==> config.mk <==
export PLATFORM = sky130hd
export DESIGN_NAME = capcmp_array
export DESIGN_NICKNAME = d
export VERILOG_FILES = /design/src/rtl/capcmp_pkg.sv /design/src/rtl/capcmp_sync.sv /design/src/rtl/capcmp_chan.sv /design/src/rtl/capcmp_pin.sv /design/src/rtl/capcmp_array.sv
export SDC_FILE = /design/constraint.sdc
export NUM_CORES = 1
export LEC_CHECK = 0
export BUFFER_PORTS_ARGS = -buffer_cell sky130_fd_sc_hd__buf_2
export CORE_MARGIN = 4
export CORE_UTILIZATION = 50
export DETAILED_ROUTE_END_ITERATION = 6
export PLACE_DENSITY = 0.67
export REMOVE_ABC_BUFFERS = 1
export SETUP_SLACK_MARGIN = 0.02
export SLEW_MARGIN = 20
export SYNTH_ARGS = -nofsm -noshare
export SYNTH_HDL_FRONTEND = slang
export SYNTH_SLANG_ARGS = --single-unit
==> constraint.sdc <==
create_clock -name clk -period 5.1 [get_ports clk]
set_input_delay 0.51 -clock clk [delete_from_list [all_inputs] [get_ports clk]]
set_output_delay 0.51 -clock clk [all_outputs]
set_load 0.1 [all_outputs]
==> src/rtl/capcmp_pkg.sv <==
package capcmp_pkg;

   localparam int CFG_W = 6;

   typedef enum logic [2:0] {
      M_OFF  = 3'd0,
      M_CAP  = 3'd1,
      M_CMP0 = 3'd2,
      M_CMP1 = 3'd3,
      M_CMP2 = 3'd4,
      M_CMP3 = 3'd5,
      M_DBL  = 3'd6,
      M_RSV  = 3'd7
   } ch_mode_e;

   typedef struct packed {
      logic [1:0] trig;
      logic       tsel;
      ch_mode_e   mode;
   } ch_cfg_t;

endpackage

==> src/rtl/capcmp_sync.sv <==
module capcmp_sync #(
   parameter int NCH    = 16,
   parameter int STAGES = 2
) (
   input  logic           clk,
   input  logic           rst_n,
   input  logic [NCH-1:0] pin_in,
   output logic [NCH-1:0] rise,
   output logic [NCH-1:0] fall
);

   if (STAGES < 2) begin : g_bad_stages
      $error("capcmp_sync: STAGES must be at least 2");
   end

   logic [STAGES-1:0][NCH-1:0] chain_q;
   logic [NCH-1:0]             prev_q;

   always_ff @(posedge clk or negedge rst_n) begin
      if (!rst_n) chain_q[0] <= '0;
      else        chain_q[0] <= pin_in;
   end

   for (genvar s = 1; s < STAGES; s++) begin : g_stage
      always_ff @(posedge clk or negedge rst_n) begin
         if (!rst_n) chain_q[s] <= '0;
         else        chain_q[s] <= chain_q[s-1];
      end
   end

   always_ff @(posedge clk or negedge rst_n) begin
      if (!rst_n) prev_q <= '0;
      else        prev_q <= chain_q[STAGES-1];
   end

   assign rise = chain_q[STAGES-1] & ~prev_q;
   assign fall = ~chain_q[STAGES-1] & prev_q;

endmodule

==> src/rtl/capcmp_chan.sv <==
module capcmp_chan
   import capcmp_pkg::*;
#(
   parameter int DW = 16
) (
   input  logic          clk,
   input  logic          rst_n,
   input  logic          wr_val,
   input  logic          wr_cfg,
   input  logic [DW-1:0] wdata,
   input  logic [DW-1:0] tmr_a,
   input  logic [DW-1:0] tmr_b,
   input  logic          ovf_a,
   input  logic          ovf_b,
   input  logic          rise,
   input  logic          fall,
   output logic [DW-1:0] val_o,
   output ch_cfg_t       cfg_o,
   output logic          evt_o,
   output logic          ovf_o,
   output logic          cap_o,
   output logic          lock_o,
   output logic          irq_o
);

   logic [DW-1:0] val_q;
   ch_cfg_t       cfg_q;
   logic          eq_q;
   logic          lock_q;
   logic          irq_q;

   logic [DW-1:0] tmr_sel;
   logic          ovf_sel;
   logic          is_cmp;
   logic          one_shot;
   logic          eq;
   logic          hit;
   logic          evt;
   logic          cap;

   assign tmr_sel  = cfg_q.tsel ? tmr_b : tmr_a;
   assign ovf_sel  = cfg_q.tsel ? ovf_b : ovf_a;
   assign is_cmp   = cfg_q.mode inside {M_CMP0, M_CMP1, M_CMP2, M_CMP3, M_DBL};
   assign one_shot = cfg_q.mode inside {M_CMP2, M_CMP3};
   assign eq       = (val_q == tmr_sel);
   assign hit      = is_cmp && eq && !eq_q;
   // a period boundary in this very cycle reopens the channel
   assign evt      = hit && !(one_shot && lock_q && !ovf_sel);
   assign cap      = (cfg_q.mode == M_CAP) &&
                     ((cfg_q.trig[0] && rise) || (cfg_q.trig[1] && fall));

   always_ff @(posedge clk or negedge rst_n) begin
      if (!rst_n) begin
         val_q  <= '0;
         cfg_q  <= '0;
         eq_q   <= 1'b0;
         lock_q <= 1'b0;
         irq_q  <= 1'b0;
      end else begin
         if (cap)         val_q <= tmr_sel;
         else if (wr_val) val_q <= wdata;
         if (wr_cfg)      cfg_q <= ch_cfg_t'(wdata[CFG_W-1:0]);
         eq_q <= eq;
         if (!one_shot)    lock_q <= 1'b0;
         else if (evt)     lock_q <= 1'b1;
         else if (ovf_sel) lock_q <= 1'b0;
         irq_q <= evt || cap;
      end
   end

   assign val_o  = val_q;
   assign cfg_o  = cfg_q;
   assign evt_o  = evt;
   assign ovf_o  = ovf_sel;
   assign cap_o  = cap;
   assign lock_o = lock_q;
   assign irq_o  = irq_q;

endmodule

==> src/rtl/capcmp_pin.sv <==
module capcmp_pin
   import capcmp_pkg::*;
#(
   parameter bit OWN_DBL = 1'b1
) (
   input  logic     clk,
   input  logic     rst_n,
   input  ch_mode_e mode,
   input  logic     evt,
   input  logic     ovf,
   input  logic     mate_tgl,
   output logic     pin_o
);

   logic pin_q;
   logic set_p;
   logic clr_p;
   logic tgl_p;

   assign set_p = (mode == M_CMP3) && evt;
   assign clr_p = (mode == M_CMP3) && ovf;
   assign tgl_p = ((mode == M_CMP1) && evt) ||
                  (OWN_DBL && (mode == M_DBL) && evt) ||
                  mate_tgl;

   always_ff @(posedge clk or negedge rst_n) begin
      if (!rst_n)     pin_q <= 1'b0;
      else if (set_p) pin_q <= 1'b1;
      else if (clr_p) pin_q <= 1'b0;
      else if (tgl_p) pin_q <= !pin_q;
   end

   assign pin_o = pin_q;

endmodule

==> src/rtl/capcmp_array.sv <==
module capcmp_array
   import capcmp_pkg::*;
#(
   parameter int NCH       = 16,
   parameter int DW        = 16,
   parameter int SYNC_STGS = 2,
   localparam int IW       = $clog2(NCH),
   localparam int AW       = IW + 1,
   localparam int HALF     = NCH / 2
) (
   input  logic           clk,
   input  logic           rst_n,
   input  logic           wr_en,
   input  logic [AW-1:0]  wr_addr,
   input  logic [DW-1:0]  wr_data,
   input  logic [AW-1:0]  rd_addr,
   output logic [DW-1:0]  rd_data,
   input  logic [DW-1:0]  tmr_a,
   input  logic [DW-1:0]  tmr_b,
   input  logic           ovf_a,
   input  logic           ovf_b,
   input  logic [NCH-1:0] pin_in,
   output logic [NCH-1:0] pin_out,
   output logic [NCH-1:0] irq
);

   if (NCH < 2 || (NCH & (NCH - 1)) != 0) begin : g_bad_nch
      $error("capcmp_array: NCH must be a power of two, at least 2");
   end
   if (DW < CFG_W) begin : g_bad_dw
      $error("capcmp_array: DW too narrow for the configuration field");
   end

   logic [NCH-1:0]          rise;
   logic [NCH-1:0]          fall;
   logic [NCH-1:0]          evt_v;
   logic [NCH-1:0]          cap_v;
   logic [NCH-1:0]          lock_v;
   logic [NCH-1:0]          ovf_v;
   logic [NCH-1:0]          tsel_v;
   logic [NCH-1:0]          mate_tgl;
   logic [NCH-1:0][DW-1:0]  val_v;
   logic [NCH-1:0][2:0]     mode_v;
   ch_cfg_t                 cfg_v [NCH];

   logic [IW-1:0] wsel;
   logic [IW-1:0] rsel;
   logic          w_is_cfg;
   logic          r_is_cfg;

   assign wsel     = wr_addr[IW-1:0];
   assign w_is_cfg = wr_addr[AW-1];
   assign rsel     = rd_addr[IW-1:0];
   assign r_is_cfg = rd_addr[AW-1];

   capcmp_sync #(.NCH(NCH), .STAGES(SYNC_STGS)) u_sync (
      .clk    (clk),
      .rst_n  (rst_n),
      .pin_in (pin_in),
      .rise   (rise),
      .fall   (fall)
   );

   for (genvar c = 0; c < NCH; c++) begin : g_ch
      logic hit_addr;
      assign hit_addr = wr_en && (wsel == IW'(c));

      capcmp_chan #(.DW(DW)) u_chan (
         .clk    (clk),
         .rst_n  (rst_n),
         .wr_val (hit_addr && !w_is_cfg),
         .wr_cfg (hit_addr && w_is_cfg),
         .wdata  (wr_data),
         .tmr_a  (tmr_a),
         .tmr_b  (tmr_b),
         .ovf_a  (ovf_a),
         .ovf_b  (ovf_b),
         .rise   (rise[c]),
         .fall   (fall[c]),
         .val_o  (val_v[c]),
         .cfg_o  (cfg_v[c]),
         .evt_o  (evt_v[c]),
         .ovf_o  (ovf_v[c]),
         .cap_o  (cap_v[c]),
         .lock_o (lock_v[c]),
         .irq_o  (irq[c])
      );

      assign mode_v[c] = cfg_v[c].mode;
      assign tsel_v[c] = cfg_v[c].tsel;

      if (c < HALF) begin : g_lower
         assign mate_tgl[c] = (cfg_v[c+HALF].mode == M_DBL) && evt_v[c+HALF];
      end else begin : g_upper
         assign mate_tgl[c] = 1'b0;
      end

      capcmp_pin #(.OWN_DBL(c < HALF)) u_pin (
         .clk      (clk),
         .rst_n    (rst_n),
         .mode     (cfg_v[c].mode),
         .evt      (evt_v[c]),
         .ovf      (ovf_v[c]),
         .mate_tgl (mate_tgl[c]),
         .pin_o    (pin_out[c])
      );
   end

   always_comb begin
      if (r_is_cfg) rd_data = {{(DW-CFG_W){1'b0}}, cfg_v[rsel]};
      else          rd_data = val_v[rsel];
   end

endmodule

==> results of run 1 <==
## flip-flops by register name (all words and copies together) (netlist names)
| register | flops |
|---|---|
| u_sync.prev_q | 16 |
| u_sync.chain_q | 32 |
| g_ch.u_chan.lock_o | 16 |
| g_ch.u_chan.cfg_o | 96 |
| g_ch.u_chan.val_o | 256 |
| g_ch.u_pin.pin_o | 16 |
| g_ch.u_chan.irq_o | 16 |
| g_ch.u_chan.eq_q | 16 |
## path summary, 6_finish.rpt
| check | to | cells past startpoint |
|---|---|---|
| min reg2reg | u_sync.chain_q[20] | 0 |
| max reg2reg | g_ch[11].u_pin.pin_o | 8 |
| min in group asynchronous | u_sync.chain_q[16] | 2 |
| max in group asynchronous | g_ch[10].u_chan.cfg_o[5] | 3 |
| max | rd_data[3] | 5 |
| min | u_sync.chain_q[20] | 0 |
## cell families after synthesis
group | Yosys count | synth area share
AOI/OAI and AO/OA | 423 | 0.07961
xor gates and xnor gates | 268 | 0.07970
buffers and inverters | 262 | 0.04376
muxes | 667 | 0.2854
and+or+nand+nor | 657 | 0.1169
adders and majority gates | 1 | 0.0004248
DFF | 464 | 0.3942
## timing repair
item                                    CTS  global route
hold buffers                             17             0
endpoints found under the setup margin    0             0
hold endpoints to repair                 93             0
## where the power goes
group	internal (µW)	switching [µW]	total [µW]
registers	4860	1730	6580
clock network	2350	1660	4010
logic	3060	3240	6300
total	10300	6630	16900
## cell type report
| class | count | area (µm²) |
|---|---|---|
| fill | 4925 | 25580 |
| multi-input combinational | 2016 | 16780 |
| sequential | 464 | 11610 |
| clock buffer | 86 | 1562 |
| timing repair buffer | 191 | 1250 |
| tap | 765 | 957.2 |
| clock inverter | 13 | 219.0 |
| inverter | 15 | 56.30 |
| antenna | 4 | 10.01 |
## metrics by stage
step,utilization,hold slack [ns],power (µW),std cells
after detailed placement,0.5249,0.3364,12700,3433
final,0.5592,0.3429,16900,3554
after CTS,0.5585,0.3473,16740,3549
after global routing,0.5590,0.3452,17590,3550
after global placement,0.5249,0.3370,12470,3433
after floorplan,-,0.2144,10390,2495
## per-layer routing
layer / part of all wire / GRT usage / routed length [µm] / vias up
met3: 0.099 / 0.06209 / 10260 / 281
met2: 0.45 / 0.4982 / 46370 / 1363
met1: 0.40 / 0.4383 / 41190 / 11700
met4: 0.054 / 0.1496 / 5585 / 4
met5: 0.00026 / 0 / 27 / -
li1: - / - / - / 9842
## synth_stat cells (3+ instances only)
library cell | count | area share
a211oi_1 | 48 | 0.012
a211oi_2 | 4 | 0.0017
a21o_1 | 5 | 0.0013
a21oi_1 | 245 | 0.042
a221oi_1 | 4 | 0.0012
a22o_1 | 4 | 0.0012
a22oi_1 | 7 | 0.0018
a31oi_1 | 9 | 0.0019
and2_1 | 7 | 0.0015
and3_1 | 10 | 0.0021
and3b_1 | 8 | 0.0024
buf_1 | 4 | 0.00051
buf_12 | 3 | 0.0020
buf_2 | 19 | 0.0032
buf_4 | 34 | 0.0087
buf_6 | 14 | 0.0054
clkbuf_1 | 173 | 0.022
dfrtp_1 | 464 | 0.39
inv_1 | 15 | 0.0019
mux2_2 | 276 | 0.11
mux2i_1 | 280 | 0.095
mux4_2 | 109 | 0.083
nand2_1 | 139 | 0.018
nand2b_1 | 8 | 0.0017
nand3_1 | 8 | 0.0014
nand3b_1 | 22 | 0.0056
nand4_1 | 28 | 0.0059
nand4b_1 | 7 | 0.0021
nor2_1 | 216 | 0.028
nor2b_1 | 67 | 0.014
nor3_1 | 13 | 0.0022
nor3_2 | 4 | 0.0014
nor3b_1 | 4 | 0.0010
nor3b_4 | 4 | 0.0025
nor4_1 | 58 | 0.012
nor4_2 | 3 | 0.0013
nor4bb_1 | 14 | 0.0048
o21ai_0 | 92 | 0.016
o22ai_1 | 5 | 0.0011
or2_2 | 25 | 0.0053
or3_1 | 5 | 0.0011
or4bb_1 | 4 | 0.0015
xnor2_1 | 193 | 0.057
xor2_1 | 75 | 0.022
==> out/qor.yml, run 1 <==
h-tree-depth: 2
ant_nets: 0
crit_top_cell: "mux4_2"
drc: 0
clk_pin_slew_ns: 0.06
core_um2: 58030
tns_ns: 0
place_hpwl_mm: 71.98
reg2reg_from: "g_ch[11].u_chan.cfg_o[3]"
viasPerCell: 6.526
clock-skew-final_ns: 0.01499
post_cts_resized: 0
drt_iter0_markers: 2609
relSlewSlack: 0.1415
finalSetupViolCount: 0
startpoint: "g_ch[15].u_chan.cfg_o[3]"
crit_path_max_incr_delay_ns: 0.63
die_x_um: 250.7
post-route-period-util: 0.7428
cts-root-buf: "clkbuf_16"
cts_buffer_depth: 3
rsz0062_at_grt: "no"
place_area_um2: 30460
finalMaxSlewViolations: 0
yosys_warnings: 0
yosysSeqAreaShare: 0.3942
synth.distinct_cells: 50
wl_mm: 103.4
critPathKind: "reg -> out"
stdcell_area_um2: 32450
cts_made_buffers: 53
grt_pass1_wl_mm: 152.2
die_y_um: 250.7
grt_max_degree: 108
place_congestion: 0.9775
status: "completed"
setup_slack_ns: 1.312
via_count: 23190
path_cells: "buf_4 -> mux4_2 -> mux4_2 -> mux2_2 -> buf_2"
synthCells: 2742
dp_slack_ns: 1.463
synth_ff_type: "dfrtp_1"
vdd_drop_max_uv: 562.5
wl_per_cell_um: 29.10
layout_common_cells: "463 x dfrtp_1, 280 x mux2i_1, 276 x mux2_2"
antenna_found_initial: 5
ys_seq_elements: 464
worst-path-buf-inv: 2
grt_use_total: 0.3211
dieArea_um2: 62850
cts_setup_buffers: 0
cp.required_ns: 4.59
hp-start: "u_sync.chain_q[4]"
arrival_ns: 3.28
r2r_setup_slack_ns: 1.40
numClockSinks: 464
hp-class: "reg -> reg"
synth-edff-count: 0
synth_area_per_cell_um2: 10.74
fmax_mhz: 264.0
area_growth_pct: 10.17
powerDensity_nw_per_um2: 520.8
final_hold_viol_count: 0
portBuffers: 126
start_kind: "flop"
critPathMaxFanout: 11
grt_overflow: 0
first_global_vias: 22840
worst_path_max_delay_cell: "dfrtp_1"
cp-end-kind: "primary output"
async_reset_ff_frac: 1.000
critPathTopFamily: "multiplexers"
start_util: 0.5076
clock_latency_ns: 0.63
cts_tree: "done"
power.leakage_uw: 0.01349
dr.pass1.iters: 5
synth_area_um2: 29450
ios: 127
final_common_cell: "dfrtp_1"
maxCapViolCount: 0
nets: 2821
worst_pin_slew_ns: 1.285
finalCriticalPeriod_ns: 3.788
final_layout_size_suffix_gt1_frac: 0.2510
num_rows: 88
Power figures use the tool's default switching activity.
==> run 2, diff against run 1 <==
--- a/config.mk
+++ b/config.mk
@@ -9,7 +9,7 @@
 export CORE_MARGIN = 4
 export CORE_UTILIZATION = 50
 export DETAILED_ROUTE_END_ITERATION = 6
-export PLACE_DENSITY = 0.67
+export PLACE_DENSITY = 0.69
 export REMOVE_ABC_BUFFERS = 1
 export SETUP_SLACK_MARGIN = 0.02
 export SLEW_MARGIN = 20
==> constraint.sdc (replaced) <==
create_clock -name clk -period 3.27 [get_ports clk]
set_input_delay 0.327 -clock clk [delete_from_list [all_inputs] [get_ports clk]]
set_output_delay 0.327 -clock clk [all_outputs]
set_load 0.1 [all_outputs]
==> run 2 against run 1 <==
Non-clock buffer count rose by 92. Sequential share of layout area is 0.82 points lower. Clock skew rose by 0.012 ns. Worst hold slack got worse by 0.27 ns. Critical path type unchanged. Critical endpoint unchanged.
==> out/qor.yml, run 2 (same netlist as run 1, synthesis figures left out) <==
status: "completed"
ant_nets: 0
nets: 2913
largest_register_ffs: 256
ios: 127
fmax_mhz: 313.7
worst_pin_slew_ns: 1.053
numClockSinks: 464
fin_hold_ws_ns: 0.07399
cp.required_ns: 2.94
finalCriticalPeriod_ns: 3.188
cts-root-buf: "clkbuf_16"
dieArea_um2: 62850
core_um2: 58030
start_kind: "flop"
clock_latency_ns: 0.63
pwr-share-clk: 0.233
via_count: 23550
layout_common_cells: "454 x dfrtp_1, 280 x mux2i_1, 276 x mux2_2"
grt_pass1_wl_mm: 154.0
hp-class: "in -> reg"
utilization: 0.5734
p_sw_frac: 0.3897
relSlewSlack: 0.2978
total_power_uw: 26380
place_congestion: 1.020
first_global_vias: 23380
cts_tree: "done"
crit_path_max_incr_delay_ns: 0.58
drc: 0
start_util: 0.5076
num_rows: 88
rsz0062_at_grt: "no"
viasPerCell: 6.473
die_y_um: 250.7
maxCapViolCount: 0
wl_mm: 103.3
finalSetupViolCount: 0
wl_per_cell_um: 28.39
powerDensity_nw_per_um2: 792.9
cp-end-kind: "primary output"
final_hold_viol_count: 0
post-route-period-util: 0.9749
grt_overflow: 0
critPathKind: "reg -> out"
area_growth_pct: 12.98
final_common_cell: "dfrtp_1"
die_x_um: 250.7
clk_pin_slew_ns: 0.06
antenna_found_initial: 2
clock-skew-final_ns: 0.02664
arrival_ns: 2.86
grt_use_total: 0.3226
worst_path_max_delay_cell: "mux4_2"
path_cells: "mux4_2 -> mux4_2 -> mux2_2 -> buf_4"
grt_max_degree: 78
finalMaxSlewViolations: 0
comb_power_share: 0.389
crit_top_cell: "mux4_2"
p_int_uw: 16100
portBuffers: 126
cts_buffer_depth: 3
power.leakage_uw: 0.01398
p_seq_frac: 0.378
cts_made_buffers: 53
place_hpwl_mm: 70.60
p_sw_uw: 10280
critPathMaxFanout: 10
dr.pass1.iters: 7
final_layout_size_suffix_gt1_frac: 0.2807
vdd_drop_max_uv: 830.8
drt_iter0_markers: 2974
h-tree-depth: 2
run 2: cell count changes in the layout (fill, tap and decap cells not counted), moves of 2 or more:
cell       change
dfrtp_2        +4
clkbuf_8       +4
clkbuf_1      -12
clkinv_2       +4
dfrtp_1        -9
dfrtp_4        +5
buf_12        +13
bufinv_16      -2
buf_4         +81
run 2: path summary, 6_finish.rpt:
check                                    startpoint                         to  slack, ns  cells after the start
setup / recovery           g_ch[14].u_chan.cfg_o[3]                 rd_data[3]       0.08                      4
hold / removal                            tmr_a[11]  g_ch[13].u_chan.val_o[11]       0.07                      3
setup reg to reg           g_ch[15].u_chan.cfg_o[3]       g_ch[15].u_pin.pin_o       0.14                      8
hold reg to reg                   u_sync.chain_q[2]         u_sync.chain_q[18]       0.34                      0
max in group asynchronous                     rst_n    g_ch[2].u_chan.val_o[6]       1.95                      3
min in group asynchronous                     rst_n         u_sync.chain_q[12]       0.29                      2
run 2: layout make-up:
cell class              count  area [µm²]
flip-flops and latches    464       11640
repair buffers            283        2086
clock inverters            15       178.9
multi-input cells        2016       16780
diodes                      3       7.507
well taps                 765       957.2
inverters                  15       56.30
fillers                  4732       24750
clock buffers              78        1572
run 2: metal layers:
layer | GRT usage | routed length (µm) | vias up
met3 | 0.08182 | 11320 | 313
met4 | 0.1360 | 5074 | 4
met5 | 0 | 33 | -
met2 | 0.4830 | 45130 | 1399
met1 | 0.4493 | 41740 | 11820
li1 | - | - | 10020
run 2: repair_timing:
| item | CTS | global route |
|---|---|---|
| resized for setup | 13 | 3 |
| hold buffers | 17 | 0 |
| endpoints found under the hold margin | 84 | 0 |
| setup buffers | 2 | 22 |
| setup endpoints to repair | 1 | 1 |
run 2: stage by stage:
step           TNS [ns]  worst slack (ns)  std cells  area (µm²)
2_1_floorplan    -47.58           -0.8920       2495       28220
3_3_place_gp          0            0.1436       3502       31140
3_5_place_dp          0           0.08660       3502       31140
4_1_cts               0           0.03202       3614       33090
5_1_grt               0           0.02381       3636       33270
6_report              0           0.08198       3639       33270
run 2: worst max-delay path: cells and delay by family, from the launching register on:
kind     cells  cell delay, ns
buf+inv      1            0.25
mux          3            1.40
flops        1            0.57
run 2: power by group through the flow:
stage	registers [µW]	logic (µW)	clock network, µW
2_1_floorplan	9230	6980	0
3_3_place_gp	9880	9560	0
3_5_place_dp	9990	9820	0
4_1_cts	9880	9970	6180
5_1_grt	10100	11000	6410
6_report	9970	10300	6140
